## config.mk

```make
export PLATFORM = sky130hd
export DESIGN_NAME = nand_seq_top
export DESIGN_NICKNAME = d
export VERILOG_FILES = /design/src/rtl/nand_seq_pkg.sv /design/src/rtl/nand_seq_cfg.sv /design/src/rtl/nand_seq_plan.sv /design/src/rtl/nand_seq_core.sv /design/src/rtl/nand_seq_rdcap.sv /design/src/rtl/nand_seq_top.sv
export SDC_FILE = /design/constraint.sdc
export NUM_CORES = 1
export LEC_CHECK = 0
export BUFFER_PORTS_ARGS = -buffer_cell sky130_fd_sc_hd__buf_2
export CORE_ASPECT_RATIO = 1.1
export CORE_MARGIN = 2
export CORE_UTILIZATION = 40
export DETAILED_ROUTE_END_ITERATION = 8
export PLACE_DENSITY = 0.66
export SLEW_MARGIN = 20
export SYNTH_ARGS = -nofsm -noshare
export SYNTH_HDL_FRONTEND = slang
export SYNTH_SLANG_ARGS = --single-unit
```

## constraint.sdc

```tcl
create_clock -name clk -period 20.7 [get_ports clk]
set_clock_uncertainty 0.05 [all_clocks]
set_input_delay 4.14 -clock clk [delete_from_list [all_inputs] [get_ports clk]]
set_output_delay 4.14 -clock clk [all_outputs]
set_load 0.02 [all_outputs]
```

## src/rtl/nand_seq_pkg.sv

```systemverilog
`timescale 1ns/1ps
package nand_seq_pkg;

  typedef enum logic [1:0] {
    OP_CMD  = 2'd0,
    OP_ADDR = 2'd1,
    OP_DWR  = 2'd2,
    OP_DRD  = 2'd3
  } nand_op_e;

  localparam int NUM_T  = 11;
  localparam int T_WP   = 0;
  localparam int T_WH   = 1;
  localparam int T_RP   = 2;
  localparam int T_REH  = 3;
  localparam int T_CESU = 4;
  localparam int T_CEH  = 5;
  localparam int T_CLSU = 6;
  localparam int T_CLH  = 7;
  localparam int T_ALSU = 8;
  localparam int T_ALH  = 9;
  localparam int T_DSU  = 10;

  // reset values: device minimums rounded up to 5 ns cycles
  function automatic int t_default(input int idx);
    case (idx)
      T_CESU:                  return 3;
      T_CEH, T_CLH, T_ALH:     return 1;
      default:                 return 2;
    endcase
  endfunction

endpackage

```

## src/rtl/nand_seq_cfg.sv

```systemverilog
`timescale 1ns/1ps
module nand_seq_cfg
  import nand_seq_pkg::*;
#(
  parameter int TW = 4,
  parameter int AW = 4
) (
  input  logic                       clk,
  input  logic                       rst,
  input  logic                       cfg_we,
  input  logic [AW-1:0]              cfg_addr,
  input  logic [TW-1:0]              cfg_wdata,
  output logic [NUM_T-1:0][TW-1:0]   t_eff
);

  logic [TW-1:0] t_q [NUM_T];

  for (genvar g = 0; g < NUM_T; g++) begin : g_treg
    always_ff @(posedge clk) begin
      if (rst) begin
        t_q[g] <= TW'(t_default(g));
      end else if (cfg_we && (cfg_addr == AW'(g))) begin
        t_q[g] <= cfg_wdata;
      end
    end
    // zero would collapse a window; treat as one cycle
    assign t_eff[g] = (t_q[g] == '0) ? TW'(1) : t_q[g];
  end

endmodule

```

## src/rtl/nand_seq_plan.sv

```systemverilog
`timescale 1ns/1ps
module nand_seq_plan
  import nand_seq_pkg::*;
#(
  parameter int TW = 4,
  parameter int CW = TW + 2
) (
  input  logic [1:0]                 op,
  input  logic [NUM_T-1:0][TW-1:0]   t_eff,
  output logic [CW-1:0]              we_fall,
  output logic [CW-1:0]              we_rise,
  output logic [CW-1:0]              lat_on,
  output logic [CW-1:0]              lat_off,
  output logic [CW-1:0]              re_rise,
  output logic [CW-1:0]              op_end
);

  function automatic logic [CW-1:0] vmax(input logic [CW-1:0] a, input logic [CW-1:0] b);
    return (a > b) ? a : b;
  endfunction

  logic [CW-1:0] wp, wh, rp, reh, cesu, ceh, dsu, lsu, lh, s_pt, tail_w, r_pt;
  nand_op_e      op_e;

  always_comb begin
    op_e = nand_op_e'(op);
    wp   = CW'(t_eff[T_WP]);
    wh   = CW'(t_eff[T_WH]);
    rp   = CW'(t_eff[T_RP]);
    reh  = CW'(t_eff[T_REH]);
    cesu = CW'(t_eff[T_CESU]);
    ceh  = CW'(t_eff[T_CEH]);
    dsu  = CW'(t_eff[T_DSU]);
    case (op_e)
      OP_CMD:  begin lsu = CW'(t_eff[T_CLSU]); lh = CW'(t_eff[T_CLH]); end
      OP_ADDR: begin lsu = CW'(t_eff[T_ALSU]); lh = CW'(t_eff[T_ALH]); end
      default: begin lsu = '0;                 lh = '0;                end
    endcase

    s_pt   = vmax(vmax(cesu, lsu), vmax(dsu, wp));
    tail_w = vmax(vmax(ceh, lh), wh);
    r_pt   = CW'(1) + rp;

    if (op_e == OP_DRD) begin
      we_fall = '0;
      we_rise = '0;
      lat_on  = '0;
      lat_off = '0;
      re_rise = r_pt;
      op_end  = r_pt + vmax(reh, ceh);
    end else begin
      we_fall = s_pt - wp;
      we_rise = s_pt;
      lat_on  = s_pt - lsu;
      lat_off = s_pt + lh;
      re_rise = '0;
      op_end  = s_pt + tail_w;
    end
  end

endmodule

```

## src/rtl/nand_seq_core.sv

```systemverilog
`timescale 1ns/1ps
module nand_seq_core
  import nand_seq_pkg::*;
#(
  parameter int DW = 8,
  parameter int CW = 6
) (
  input  logic          clk,
  input  logic          rst,
  input  logic          req_valid,
  input  logic [1:0]    req_op,
  input  logic [DW-1:0] req_byte,
  output logic          req_ready,
  input  logic [CW-1:0] pl_we_fall,
  input  logic [CW-1:0] pl_we_rise,
  input  logic [CW-1:0] pl_lat_on,
  input  logic [CW-1:0] pl_lat_off,
  input  logic [CW-1:0] pl_re_rise,
  input  logic [CW-1:0] pl_end,
  output logic          nand_ce_n,
  output logic          nand_cle,
  output logic          nand_ale,
  output logic          nand_we_n,
  output logic          nand_re_n,
  output logic          dq_oe,
  output logic [DW-1:0] dq_out,
  output logic          cap_stb
);

  // sequencing state
  logic          busy_q, busy_d;
  logic [CW-1:0] cnt_q, cnt_d;
  nand_op_e      op_q, op_d;
  logic [DW-1:0] byte_q, byte_d;
  logic [CW-1:0] wf_q, wr_q, lon_q, loff_q, rr_q, end_q;
  logic [CW-1:0] wf_d, wr_d, lon_d, loff_d, rr_d, end_d;
  logic          accept, last;

  // next pin values
  logic ce_n_d, cle_d, ale_d, we_n_d, re_n_d, oe_d;
  logic [DW-1:0] dq_d;

  assign req_ready = !busy_q;
  assign accept    = !busy_q && req_valid;
  assign last      = busy_q && (cnt_q == end_q - CW'(1));
  assign cap_stb   = busy_q && (op_q == OP_DRD) && (cnt_q == rr_q - CW'(1));

  always_comb begin
    busy_d = busy_q;
    cnt_d  = cnt_q;
    op_d   = op_q;
    byte_d = byte_q;
    wf_d   = wf_q;
    wr_d   = wr_q;
    lon_d  = lon_q;
    loff_d = loff_q;
    rr_d   = rr_q;
    end_d  = end_q;
    if (accept) begin
      busy_d = 1'b1;
      cnt_d  = '0;
      op_d   = nand_op_e'(req_op);
      byte_d = req_byte;
      wf_d   = pl_we_fall;
      wr_d   = pl_we_rise;
      lon_d  = pl_lat_on;
      loff_d = pl_lat_off;
      rr_d   = pl_re_rise;
      end_d  = pl_end;
    end else if (last) begin
      busy_d = 1'b0;
      cnt_d  = '0;
    end else if (busy_q) begin
      cnt_d  = cnt_q + CW'(1);
    end
  end

  always_comb begin
    ce_n_d = 1'b1;
    cle_d  = 1'b0;
    ale_d  = 1'b0;
    we_n_d = 1'b1;
    re_n_d = 1'b1;
    oe_d   = 1'b0;
    dq_d   = '0;
    if (busy_d) begin
      ce_n_d = 1'b0;
      if (op_d == OP_DRD) begin
        re_n_d = !((cnt_d >= CW'(1)) && (cnt_d < rr_d));
      end else begin
        oe_d   = 1'b1;
        dq_d   = byte_d;
        we_n_d = !((cnt_d >= wf_d) && (cnt_d < wr_d));
        cle_d  = (op_d == OP_CMD)  && (cnt_d >= lon_d) && (cnt_d < loff_d);
        ale_d  = (op_d == OP_ADDR) && (cnt_d >= lon_d) && (cnt_d < loff_d);
      end
    end else begin
      // keep the chip selected across back-to-back requests
      ce_n_d = !(last && req_valid);
    end
  end

  always_ff @(posedge clk) begin
    if (rst) begin
      busy_q    <= 1'b0;
      cnt_q     <= '0;
      op_q      <= OP_CMD;
      byte_q    <= '0;
      wf_q      <= '0;
      wr_q      <= '0;
      lon_q     <= '0;
      loff_q    <= '0;
      rr_q      <= '0;
      end_q     <= CW'(2);
      nand_ce_n <= 1'b1;
      nand_cle  <= 1'b0;
      nand_ale  <= 1'b0;
      nand_we_n <= 1'b1;
      nand_re_n <= 1'b1;
      dq_oe     <= 1'b0;
      dq_out    <= '0;
    end else begin
      busy_q    <= busy_d;
      cnt_q     <= cnt_d;
      op_q      <= op_d;
      byte_q    <= byte_d;
      wf_q      <= wf_d;
      wr_q      <= wr_d;
      lon_q     <= lon_d;
      loff_q    <= loff_d;
      rr_q      <= rr_d;
      end_q     <= end_d;
      nand_ce_n <= ce_n_d;
      nand_cle  <= cle_d;
      nand_ale  <= ale_d;
      nand_we_n <= we_n_d;
      nand_re_n <= re_n_d;
      dq_oe     <= oe_d;
      dq_out    <= dq_d;
    end
  end

endmodule

```

## src/rtl/nand_seq_rdcap.sv

```systemverilog
`timescale 1ns/1ps
module nand_seq_rdcap #(
  parameter int DW = 8
) (
  input  logic          clk,
  input  logic          rst,
  input  logic          cap_stb,
  input  logic [DW-1:0] dq_in,
  output logic [DW-1:0] rd_data,
  output logic          rd_valid
);

  always_ff @(posedge clk) begin
    if (rst) begin
      rd_data  <= '0;
      rd_valid <= 1'b0;
    end else begin
      rd_valid <= cap_stb;
      if (cap_stb) begin
        rd_data <= dq_in;
      end
    end
  end

endmodule

```

## src/rtl/nand_seq_top.sv

```systemverilog
`timescale 1ns/1ps
module nand_seq_top
  import nand_seq_pkg::*;
#(
  parameter int DW = 8,
  parameter int TW = 4
) (
  input  logic          clk,
  input  logic          rst,
  input  logic          cfg_we,
  input  logic [3:0]    cfg_addr,
  input  logic [TW-1:0] cfg_wdata,
  input  logic          req_valid,
  input  logic [1:0]    req_op,
  input  logic [DW-1:0] req_byte,
  output logic          req_ready,
  output logic          nand_ce_n,
  output logic          nand_cle,
  output logic          nand_ale,
  output logic          nand_we_n,
  output logic          nand_re_n,
  output logic [DW-1:0] dq_out,
  output logic          dq_oe,
  input  logic [DW-1:0] dq_in,
  output logic [DW-1:0] rd_data,
  output logic          rd_valid
);

  localparam int CW = TW + 2;

  logic [NUM_T-1:0][TW-1:0] t_eff;
  logic [CW-1:0] pl_we_fall, pl_we_rise, pl_lat_on, pl_lat_off, pl_re_rise, pl_end;
  logic          cap_stb;

  nand_seq_cfg #(.TW(TW), .AW(4)) cfg_i (
    .clk(clk), .rst(rst), .cfg_we(cfg_we), .cfg_addr(cfg_addr),
    .cfg_wdata(cfg_wdata), .t_eff(t_eff)
  );

  nand_seq_plan #(.TW(TW), .CW(CW)) plan_i (
    .op(req_op), .t_eff(t_eff),
    .we_fall(pl_we_fall), .we_rise(pl_we_rise), .lat_on(pl_lat_on),
    .lat_off(pl_lat_off), .re_rise(pl_re_rise), .op_end(pl_end)
  );

  nand_seq_core #(.DW(DW), .CW(CW)) core_i (
    .clk(clk), .rst(rst), .req_valid(req_valid), .req_op(req_op),
    .req_byte(req_byte), .req_ready(req_ready),
    .pl_we_fall(pl_we_fall), .pl_we_rise(pl_we_rise), .pl_lat_on(pl_lat_on),
    .pl_lat_off(pl_lat_off), .pl_re_rise(pl_re_rise), .pl_end(pl_end),
    .nand_ce_n(nand_ce_n), .nand_cle(nand_cle), .nand_ale(nand_ale),
    .nand_we_n(nand_we_n), .nand_re_n(nand_re_n), .dq_oe(dq_oe),
    .dq_out(dq_out), .cap_stb(cap_stb)
  );

  nand_seq_rdcap #(.DW(DW)) rdcap_i (
    .clk(clk), .rst(rst), .cap_stb(cap_stb), .dq_in(dq_in),
    .rd_data(rd_data), .rd_valid(rd_valid)
  );

endmodule

```

==> summary.txt, run 1 <==
Pwr
  • Static Leak: between 3 and 4 nW
  • Clock share of power: 37.1%
  • Gate power share: 28.7%
  • Internal: 0.539 mW
  • Sequential share of power: 34.2%
  • Pwr dens: between 90 and 100 nW/um^2
  • Switching pwr: between 0.2 and 0.3 mW
  • Max IR drop VDD: approximately 0.063 mV
  • Switching Fraction: 32.4%

Clock network
  • Root Driver: clkbuf_16
  • Clk pin slew, worst setup/hold paths: 60 ps
  • CTS tree: yes
  • Longest Clk Path Bufs: 2
  • # clock sinks: 120
  • CTS resizes: 0
  • Hold Buf Count CTS: 0
  • Clock Latency Late Sink: ~420 ps
  • Post-CTS Setup Bufs: 0
  • CTS buffer count: 17
  • H-Tree Depth: 4

Critical path
  • Critical path class: in2reg
  • CP required: roughly 21,000 ps
  • RR Startpoint: cfg_i.t_q[2][1]
  • CP endpoint kind: flip-flop
  • Crit start category: input pin
  • WP data arrival: between 10,000 and 15,000 ps
  • Critical Path Start: req_op[0]
  • Worst-path fanout max: 13

Drt
  • First-pass DRT Iterations: 4
  • Drt initial violations: 352
  • Met2 wire len: slightly below 8 mm
  • Vias: ~5,700
  • DRC: 0
  • Routed WL per cell: 15.0 um
  • Met3 WL: slightly below 700 um
  • Drt via density: 5.25
  • Highest routing layer actually used: met4
  • M1 wire length: 7.64 mm
  • Drt total wl: roughly 16 mm
  • Post-route ant nets: 0

Yosys
  • Post-synthesis xor/xnor area fraction: 3.43%
  • Post-synth top cells: 100 x nor2_1, 76 x dfxtp_1, 75 x ha_1
  • Largest family of logic cells by synthesized area: simple AND/OR/NAND/NOR gates
  • Post-synth top flop: dfxtp_1
  • Post-synthesis register bit count: between 100 and 150
  • Multiplexer share of the synthesized area: 5.24%
  • Ys Warns: 0
  • Post-Syn Area: 7400 sq um
  • Synthesized area per cell: 9.20 sq um
  • Compound-cell area share of the yosys netlist: a little over an eighth
  • Synth Instances: 804
  • Unique masters post-synth: 62
  • EDFF count, synth: 44
  • Largest area contributor in the netlist: dfxtp_1
  • Sequential fraction of the synthesis area: around 38%
  • Count leader, synth: nor2_1
  • Post-synth top area share: between 20% and 30%
  • Syn Nets: 914
  • Ranking of synthesized cells by area: dfxtp_1 21%, edfxtp_1 18%, ha_1 13%
  • Synth Area in Adders: approximately 14%
  • Simple-gate share of the synthesized area: 20.9%
  • FFs w/ async S/R, synth: 0%

Timing
  • Fin. Hold Viols: 0
  • Fmax: approximately 0.10 GHz
  • Post-layout min period: 9780 ps
  • Worst Tran Pin Value: between 900 and 1000 ps
  • Tcrit/Tclk final: roughly 47%
  • Unrepaired setup endpoints after global routing: no
  • Fin. max-slew vios: 0
  • Setup TNS: 0 ps
  • Worst rel slew slack: between 30% and 40%
  • Worst hold margin: ~400 ps
  • Setup violators final: 0

Final layout
  • Fraction of layout cells with a size suffix above 1: a little over an eighth
  • Post-layout util: a little under half
  • Area growth syn-to-layout: 14.1%
  • Ant diodes: 0
  • Fin nets: between 900 and 1,000
  • Design Area, Final: 8440 sq um
  • Fin cells: between 1,000 and 1,500

Floorplanning
  • Num rows: 52
  • Number of I/O pins: between 50 and 60
  • Die H: approximately 150 um
  • Die area: around 20,000 sq um
  • Core area: 18,300 sq um
  • Initial Utilization: between 40 and 50%
  • Die W: about 130 um

Place
  • RePlAce Congestion: about 0.82
  • Placed cell areas: 7850 sq um
  • Post-detail-place hpwl: around 12 mm
  • Port bufs: between 50 and 60
  • # placed instances: around 1,100

Global route
  • Antenna violations before repair: 0
  • GRT Util Overall: between 10% and 20%
  • Number of global-route vias before repair: about 5,600
  • First-pass GRT wire length: approximately 27 mm
  • Largest net degree at the start of global routing: a little under 70
  • Global route overflow: 0

Run
  • Max cap viols: 0

Min path
  • Hold_sp: core_i.wr_q[4]
  • Min-Delay Path Class: reg2reg

Outcome
  • Outcome: finished clean
==> path summary, 6_finish.rpt <==
kind                                   endpoint  slack, ps  cells after the start
worst max-delay path            core_i.nand_cle      10920                     28
worst min-delay path             core_i.wr_q[4]        390                      2
worst max register to register  core_i.nand_cle      14220                     27
worst min register to register   core_i.wr_q[4]        390                      2
==> metrics by stage <==
stage                     power, mW  setup WS (ps)
after global routing          0.844          10340
after CTS                     0.802          10990
final                         0.797          10920
after detailed placement      0.504          10580
after global placement        0.501          10870
after floorplan               0.449          11300
==> layer usage <==
layer / up-vias / global-route usage, %
li1: 2934 / -
met1: 2645 / 22.7
met2: 131 / 28.6
met3: 32 / 3.47
met4: 0 / 7.50
met5: - / 0
==> cells by family (layout without fill, tap and decap cells) <==
| group | Yosys count | count (layout) |
|---|---|---|
| fa+ha+maj | 80 | 80 |
| xor+xnor | 29 | 29 |
| flops | 120 | 120 |
| compound gates | 146 | 146 |
| buf+inv | 85 | 132 |
| mux | 38 | 38 |
| simple gates | 306 | 306 |
==> critical path: stages <==
cell and delay (ps):
buf_2 190, nor2b_1 170, a221oi_1 590, ha_1 260
nor2b_1 50, nor4_1 570, o21ai_0 230, and2_1 200
inv_1 50, ha_1 240, nand4_1 110, o31ai_1 100
a211oi_1 520, nor3_1 170, nor2_1 250, ha_1 210
inv_1 50, fa_1 390, inv_1 80, a21o_1 100
a21oi_1 60, nor3_1 150, a21oi_1 90, ha_1 330
nor2b_1 130, o21ai_0 140, nand4bb_1 140, nor4b_1 320
==> power groups by stage <==
| stage | Sequential, mW | Clock (mW) | Combinational (mW) |
|---|---|---|---|
| after global routing | 0.275 | 0.310 | 0.259 |
| after global placement | 0.277 | 0 | 0.224 |
| final | 0.272 | 0.296 | 0.228 |
| after floorplan | 0.276 | 0 | 0.173 |
| after detailed placement | 0.277 | 0 | 0.227 |
| after CTS | 0.272 | 0.300 | 0.229 |
==> cells in the final DEF, fill, tap and decap left out, types with 4 or more instances in the layout <==
cell       instances
a211oi_1           8
a21o_1            11
a21oi_1           32
a22oi_1           14
and2_1            39
and3_1             4
buf_2             53
buf_4              6
clkbuf_16         17
dfxtp_1           76
edfxtp_1          44
fa_1               5
ha_1              75
inv_1             41
inv_6              4
mux2_2             6
mux2i_1           32
nand2_1           44
nand2b_1          14
nand3_1           10
nand3b_1           4
nand4_1            6
nor2_1           100
nor2b_1           16
nor3_1            29
nor3b_1            6
o211ai_1           6
o21a_1             5
o21ai_0           33
o31ai_1            6
or2_2              8
or3_1             10
xnor2_1           19
xor2_1            10
==> flip-flops by register name, summed over array words and instances (netlist names) <==
register / count
core_i.busy_q: 1
core_i.lon_q: 6
core_i.wf_q: 6
core_i.nand_we_n: 1
core_i.nand_ale: 1
rdcap_i.rd_data: 8
rdcap_i.rd_valid: 1
core_i.cnt_q: 6
core_i.rr_q: 6
core_i.nand_ce_n: 1
core_i.byte_q: 8
core_i.wr_q: 6
core_i.nand_re_n: 1
core_i.dq_out: 8
core_i.dq_oe: 1
core_i.op_q: 2
cfg_i.t_q: 44
core_i.end_q: 6
core_i.nand_cle: 1
core_i.loff_q: 6
==> area by class of cell <==
type / instances / area [sq um]
Clock buffer: 17 / 425
Clock inverter: 15 / 165
Fill cell: 1747 / 9840
Inverter: 41 / 154
Multi-Input combinational cell: 599 / 4240
Sequential cell: 120 / 2840
Tap cell: 243 / 304
Timing Repair Buffer: 59 / 310
No activity file was read; power rests on OpenSTA's default activity.
==> run 2: changes to the inputs <==
Settings changed: PLACE_DENSITY 0.66 to 0.68.
Clock period 20.7 ns to 8 ns, I/O delays scaled along.
==> run 2 against run 1 <==
Effect of this change: final cell count fell by 0.27%; first-iteration DRC count rose by 23%; register-to-register slack got worse by 13000 ps; global-route usage decreased by 0.069 points; sequential power rose to 2.6 times the previous value; total power rose to 2.6 times the previous value; clock-buffer cell count is 3 higher; via count barely moved; wire length up 0.29%; setup slack got worse by 10000 ps; clock power rose to 2.5 times the previous value.
==> summary.txt, run 2 (synthesis gave the netlist of run 1 again) <==
Critical path
  • Worst r2r dst: core_i.nand_cle
  • Reg2Reg Setup Slack: 1440 ps
  • Reg2reg path depth: 24
  • CP endpoint kind: flip-flop
  • CP required: 8250 ps
  • WP data arrival: approximately 7600 ps
  • Worst-path fanout max: 13
  • Crit start category: input pin
  • RR Startpoint: cfg_i.t_q[2][1]
  • Critical path class: in2reg

Place
  • Port bufs: 53
  • Post-detail-place hpwl: approximately 12 mm
  • RePlAce Congestion: about 0.8
  • Post-Place Setup Slack: 351 ps

Floorplanning
  • Core area: between 15,000 and 20,000 sq um
  • Die H: ~150 um
  • Die area: around 20,000 sq um
  • Number of I/O pins: 54
  • Initial Utilization: between 40% and 50%
  • Die W: 134 um
  • Num rows: 52

Clock network
  • CTS tree: yes
  • # clock sinks: between 100 and 150
  • CTS resizes: 0
  • CTS buffer count: 17
  • Longest Clk Path Bufs: 2
  • Post-CTS Setup Bufs: 0
  • H-Tree Depth: 4
  • Root Driver: clkbuf_16
  • Hold Buf Count CTS: 0
  • Clk pin slew, worst setup/hold paths: roughly 60 ps
  • Clock Latency Late Sink: 420 ps

Timing
  • Final WS setup: 684 ps
  • Tcrit/Tclk final: 91.5%
  • Fmax: between 0.1 and 0.15 GHz
  • Worst rel slew slack: 33.6%
  • Post-layout min period: between 7000 and 8000 ps
  • Unrepaired setup endpoints after global routing: no
  • Fin. Hold Viols: 0
  • Fin. max-slew vios: 0
  • Worst Tran Pin Value: 992 ps
  • Setup TNS: 0 ps
  • Setup violators final: 0

Drt
  • Routed WL per cell: around 15 um
  • First-pass DRT Iterations: 5
  • Post-route ant nets: 0
  • Vias: roughly 5,700
  • DRC: 0
  • Drt initial violations: about 430
  • Drt via density: ~5.3
  • Drt total wl: between 15 and 20 mm

Outcome
  • Outcome: finished clean

Final layout
  • Reg with most FFs: cfg_i.t_q
  • Commonest non-fill, non-tap cell in the layout: nor2_1
  • Commonest non-fill, non-tap cells in the layout: 100 x nor2_1, 76 x dfxtp_1, 75 x ha_1
  • Ant diodes: 0
  • Area growth syn-to-layout: 13.8%
  • Fin nets: between 900 and 1,000
  • Largest register FFs: 44
  • Fill cells: 1,757
  • Post-layout util: 46.1%
  • Fraction of layout cells with a size suffix above 1: approximately an eighth

Global route
  • Number of global-route vias before repair: approximately 5,600
  • GRT Util Overall: around 17%
  • Largest net degree at the start of global routing: between 60 and 70
  • Global route overflow: 0
  • First-pass GRT wire length: between 20 and 30 mm
  • Antenna violations before repair: 0

Pwr
  • Pwr dens: around 240 nW/um^2
  • Static Leak: 3.52 nW
  • Max IR drop VDD: around 0.15 mV

Min path
  • Hold_sp: core_i.wr_q[5]
  • Hold path cells: 2
  • Hold worst-path end: core_i.wr_q[5]
  • Min-Delay Path Class: reg2reg

Run
  • Max cap viols: 0
-- run 2: metrics by stage --
step | power [mW] | instances | cell area (sq um) | hold slack [ps]
after global routing | 2.17 | 1091 | 8420 | 414
after detailed placement | 1.31 | 1059 | 7840 | 392
final | 2.04 | 1091 | 8420 | 395
after global placement | 1.29 | 1059 | 7820 | 386
after CTS | 2.06 | 1091 | 8420 | 401
after floorplan | 1.16 | 804 | 7400 | 374
-- run 2: cell type report --
cell class / count / area, sq um / area share (%)
sequential: 120 / 2840 / 33.8
multi-input combinational: 599 / 4250 / 50.4
inverter: 41 / 154 / 1.83
timing repair buffer: 56 / 288 / 3.42
tap: 243 / 304 / 3.61
clock buffer: 20 / 467 / 5.54
clock inverter: 12 / 118 / 1.40
-- run 2: layer usage --
metal / vias up / routed length, um / global-route usage, %
li1: 2909 / - / -
met1: 2700 / 7710 / 22.3
met2: 117 / 7970 / 29.5
met3: 20 / 560 / 3.19
met4: 0 / 236 / 6.17
met5: - / 0 / 0
-- run 2: power breakdown --
part	internal (mW)	switching [mW]	total, mW	leakage, nW
Sequential	0.679	0.0265	0.705	1.05
Combinational	0.250	0.342	0.592	2.18
Clock	0.456	0.291	0.748	0.293
Total	1.38	0.660	2.04	3.52
-- run 2: critical path: stages --
cell and delay [ps]:
buf_2 190, nor2b_1 160, a221oi_1 550, ha_1 260, nor2b_1 60, nor4_1 590
o21ai_0 260, and2_1 210, inv_1 50, ha_1 240, nand4_1 90, o31ai_1 80
a211oi_1 510, a211oi_1 120, or2_2 360, ha_1 290, nor2b_1 120, o21ai_0 160
nand2b_1 110, a2111oi_0 510, a21oi_1 120, ha_1 340, nand2_1 60, o21a_1 170
nor4b_1 330
-- run 2: worst max path at each step --
stage | depth (start not counted) | startpoint | slack, ps | to
floorplan | 26 | req_op[0] | 1140 | core_i.nand_cle
global placement | 26 | req_op[0] | 690 | core_i.nand_cle
detailed placement | 26 | req_op[0] | 350 | core_i.nand_cle
CTS | 26 | req_op[0] | 760 | core_i.nand_cle
global route | 25 | req_op[0] | 110 | core_i.nand_cle
finish | 25 | req_op[0] | 680 | core_i.nand_cle
==> run 3: changes to the inputs <==
Settings changed: SYNTH_HIERARCHICAL set to 1.
==> run 3 against run 2 <==
Effect of this change: area after synthesis is 3.2% higher; highest routed layer unchanged; maximum frequency is 5.1% higher; critical path depth grew 1.
==> summary.txt, run 3 <==
Outcome
  • Outcome: finished clean

Timing
  • Fmax: 0.144 GHz
  • Fin. max-slew vios: 0
  • Worst rel slew slack: between 30% and 40%
  • Worst Tran Pin Value: ~900 ps
  • Setup violators final: 0
  • Post-layout min period: slightly below 7000 ps
  • Worst hold margin: 416 ps
  • Tcrit/Tclk final: roughly 87%
  • Setup TNS: 0 ps
  • Fin. Hold Viols: 0
  • Unrepaired setup endpoints after global routing: no

Critical path
  • Worst r2r dst: core_i/nand_cle
  • CP endpoint kind: flip-flop
  • RR Startpoint: cfg_i/t_q[8][1]
  • Worst-path fanout max: 12
  • Crit start category: input pin
  • Critical path class: in2reg
  • CP required: between 8000 and 9000 ps
  • Family with the most delay on the worst path: compound AO/OA/AOI/OAI gates
  • Buf/Inv on CP: 3
  • WP data arrival: around 7200 ps
  • CP max-delay cell: fa_1
  • Reg2Reg Setup Slack: 2080 ps
  • Most used cell, CP: ha_1
  • Reg2reg path depth: 26
  • Slowest stage delay, CP: just under 500 ps

Global route
  • Global route overflow: 0
  • GRT Util Overall: between 15 and 20%
  • First-pass GRT wire length: between 20 and 30 mm
  • Number of global-route vias before repair: between 5,000 and 6,000
  • Largest net degree at the start of global routing: 80
  • Antenna violations before repair: 0

Final layout
  • Ant diodes: 0
  • Fin nets: 946
  • Commonest non-fill, non-tap cells in the layout: 106 x nor2_1, 76 x dfxtp_1, 65 x ha_1
  • Fin cells: approximately 1,100
  • Post-layout util: a little under half
  • Largest register FFs: 44
  • Area growth syn-to-layout: 12.1%
  • Commonest non-fill, non-tap cell in the layout: nor2_1
  • Fill cells: ~1,800
  • Fraction of layout cells with a size suffix above 1: between 10% and 20%
  • Reg with most FFs: cfg_i/t_q

Yosys
  • Ranking of synthesized cells by area: dfxtp_1 20%, edfxtp_1 17%, ha_1 11%
  • EDFF count, synth: 44
  • Post-synthesis register bit count: 120
  • Compound-cell area share of the yosys netlist: 11.5%
  • Largest area contributor in the netlist: dfxtp_1
  • Synth Instances: around 840
  • Sequential fraction of the synthesis area: 37.2%
  • Post-synth top flop: dfxtp_1
  • Synthesized area per cell: just over 9 sq um
  • Post-Syn Area: approximately 7600 sq um
  • Largest family of logic cells by synthesized area: simple AND/OR/NAND/NOR gates
  • Post-synthesis xor/xnor area fraction: around 3.2%
  • Count leader, synth: nor2_1
  • Post-synth top cells: 106 x nor2_1, 76 x dfxtp_1, 65 x ha_1
  • FFs w/ async S/R, synth: 0%
  • Unique masters post-synth: between 70 and 80
  • Ys Warns: 6
  • Multiplexer share of the synthesized area: under 10%
  • Simple-gate share of the synthesized area: a little over a fifth
  • Post-synth top area share: 19.9%
  • Synth Area in Adders: between 10% and 20%

Drt
  • First-pass DRT Iterations: 5
  • Drt via density: about 5.3
  • Drt initial violations: between 300 and 400
  • Routed WL per cell: 14.7 um
  • Drt total wl: 16.2 mm
  • Vias: between 5,000 and 6,000
  • DRC: 0
  • Post-route ant nets: 0

Clock network
  • H-Tree Depth: 4
  • Clk pin slew, worst setup/hold paths: 60 ps
  • CTS tree: yes
  • CTS buffer count: 17
  • Root Driver: clkbuf_16
  • Longest Clk Path Bufs: 2
  • # clock sinks: between 100 and 150
  • Post-CTS Setup Bufs: 0
  • CTS resizes: 0
  • Hold Buf Count CTS: 0
  • Clock Latency Late Sink: roughly 420 ps

Place
  • Post-detail-place hpwl: roughly 12 mm
  • # placed instances: 1,075
  • RePlAce Congestion: 0.804
  • Port bufs: 53

Pwr
  • Max IR drop VDD: 0.175 mV
  • Pwr dens: between 200 and 250 nW/um^2
  • Static Leak: 3.67 nW
  • Power consumption: between 2 and 2.5 mW

Run
  • Max cap viols: 0

Floorplanning
  • Initial Utilization: 40.4%
  • Number of I/O pins: 54
  • Die area: 20,200 sq um
  • Die W: between 100 and 150 um
  • Die H: approximately 150 um
  • Core area: roughly 19,000 sq um
  • Num rows: 53

Min path
  • Hold worst-path end: core_i/wf_q[0]
  • Hold path cells: 2
  • Min-Delay Path Class: reg2reg
  • Hold_sp: core_i/wf_q[0]
## run 3: cell count changes in the layout (fill, tap and decap cells not counted), moves of 6 or more
cell      previous run  this run
o31ai_1              6         0
nor2_1             100       106
ha_1                75        65
o21ai_0             33        18
a21oi_1             32        39
o21bai_1             0         8
nand2_1             44        50
and2_1              39         9
a22oi_1             14         1
mux2i_1             32        58
nor3_1              29        23
and3_1               4        28
## run 3: through the flow
| step | instance area (sq um) | setup slack (ps) |
|---|---|---|
| floorplan | 7650 | 1270 |
| global placement | 7960 | 771 |
| detailed placement | 7960 | 635 |
| CTS | 8560 | 1070 |
| global route | 8560 | 636 |
| finish | 8560 | 1040 |
## run 3: cell type report
| class | instances | area [sq um] | share of cell area [%] |
|---|---|---|---|
| Clock buffer | 18 | 439 | 5.13 |
| Inverter | 40 | 150 | 1.75 |
| Sequential cell | 120 | 2840 | 33.2 |
| Clock inverter | 14 | 160 | 1.87 |
| Tap cell | 247 | 309 | 3.61 |
| Multi-Input combinational cell | 609 | 4350 | 50.8 |
| Timing Repair Buffer | 59 | 310 | 3.62 |
## run 3: worst max-delay path by stage
| stage | startpoint | cells after the start | slack (ps) | endpoint |
|---|---|---|---|---|
| 6_report | req_op[0] | 26 | 1040 | core_i/nand_cle |
| 3_3_place_gp | req_op[0] | 26 | 770 | core_i/nand_cle |
| 2_1_floorplan | req_op[0] | 26 | 1270 | core_i/nand_cle |
| 4_1_cts | req_op[0] | 26 | 1070 | core_i/nand_cle |
| 3_5_place_dp | req_op[0] | 26 | 640 | core_i/nand_cle |
| 5_1_grt | req_op[0] | 26 | 640 | core_i/nand_ale |
## run 3: worst reg2reg max path, stage by stage, from the launching register on
cell	delay (ps)
edfxtp_1	410
nor3_1	180
or2_2	140
mux2i_1	60
nor2_1	240
ha_1	290
nand4_1	80
o21ai_1	100
a21oi_4	200
mux2i_1	350
inv_1	80
ha_1	310
a21oi_1	140
o21ai_0	90
o21ai_1	320
mux2_2	450
ha_1	220
fa_1	490
nor2_1	50
mux2i_1	200
ha_1	270
a21o_1	150
a21o_1	190
a21o_1	180
a32o_1	210
a21oi_1	260
nor4b_2	90
## run 3: power by group
part	internal, mW	switching [mW]
clock network	0.474	0.300
logic	0.274	0.353
registers	0.680	0.0293
## run 3: logic make-up (layout without fill, tap and decap cells)
group,count (synthesis),in the layout
xor+xnor,28,28
simple gates,312,312
other cells,1,4
flops,120,120
fa+ha+maj,72,72
mux,65,65
buf+inv,111,131
compound gates,128,128
## run 3: routing by layer
layer	wire (um)	share of wire, %	GRT usage, %
met1	7680	47	21.2
met2	7590	47	28.7
met3	680	4.2	3.36
met4	275	1.7	6.46
met5	0	0	0
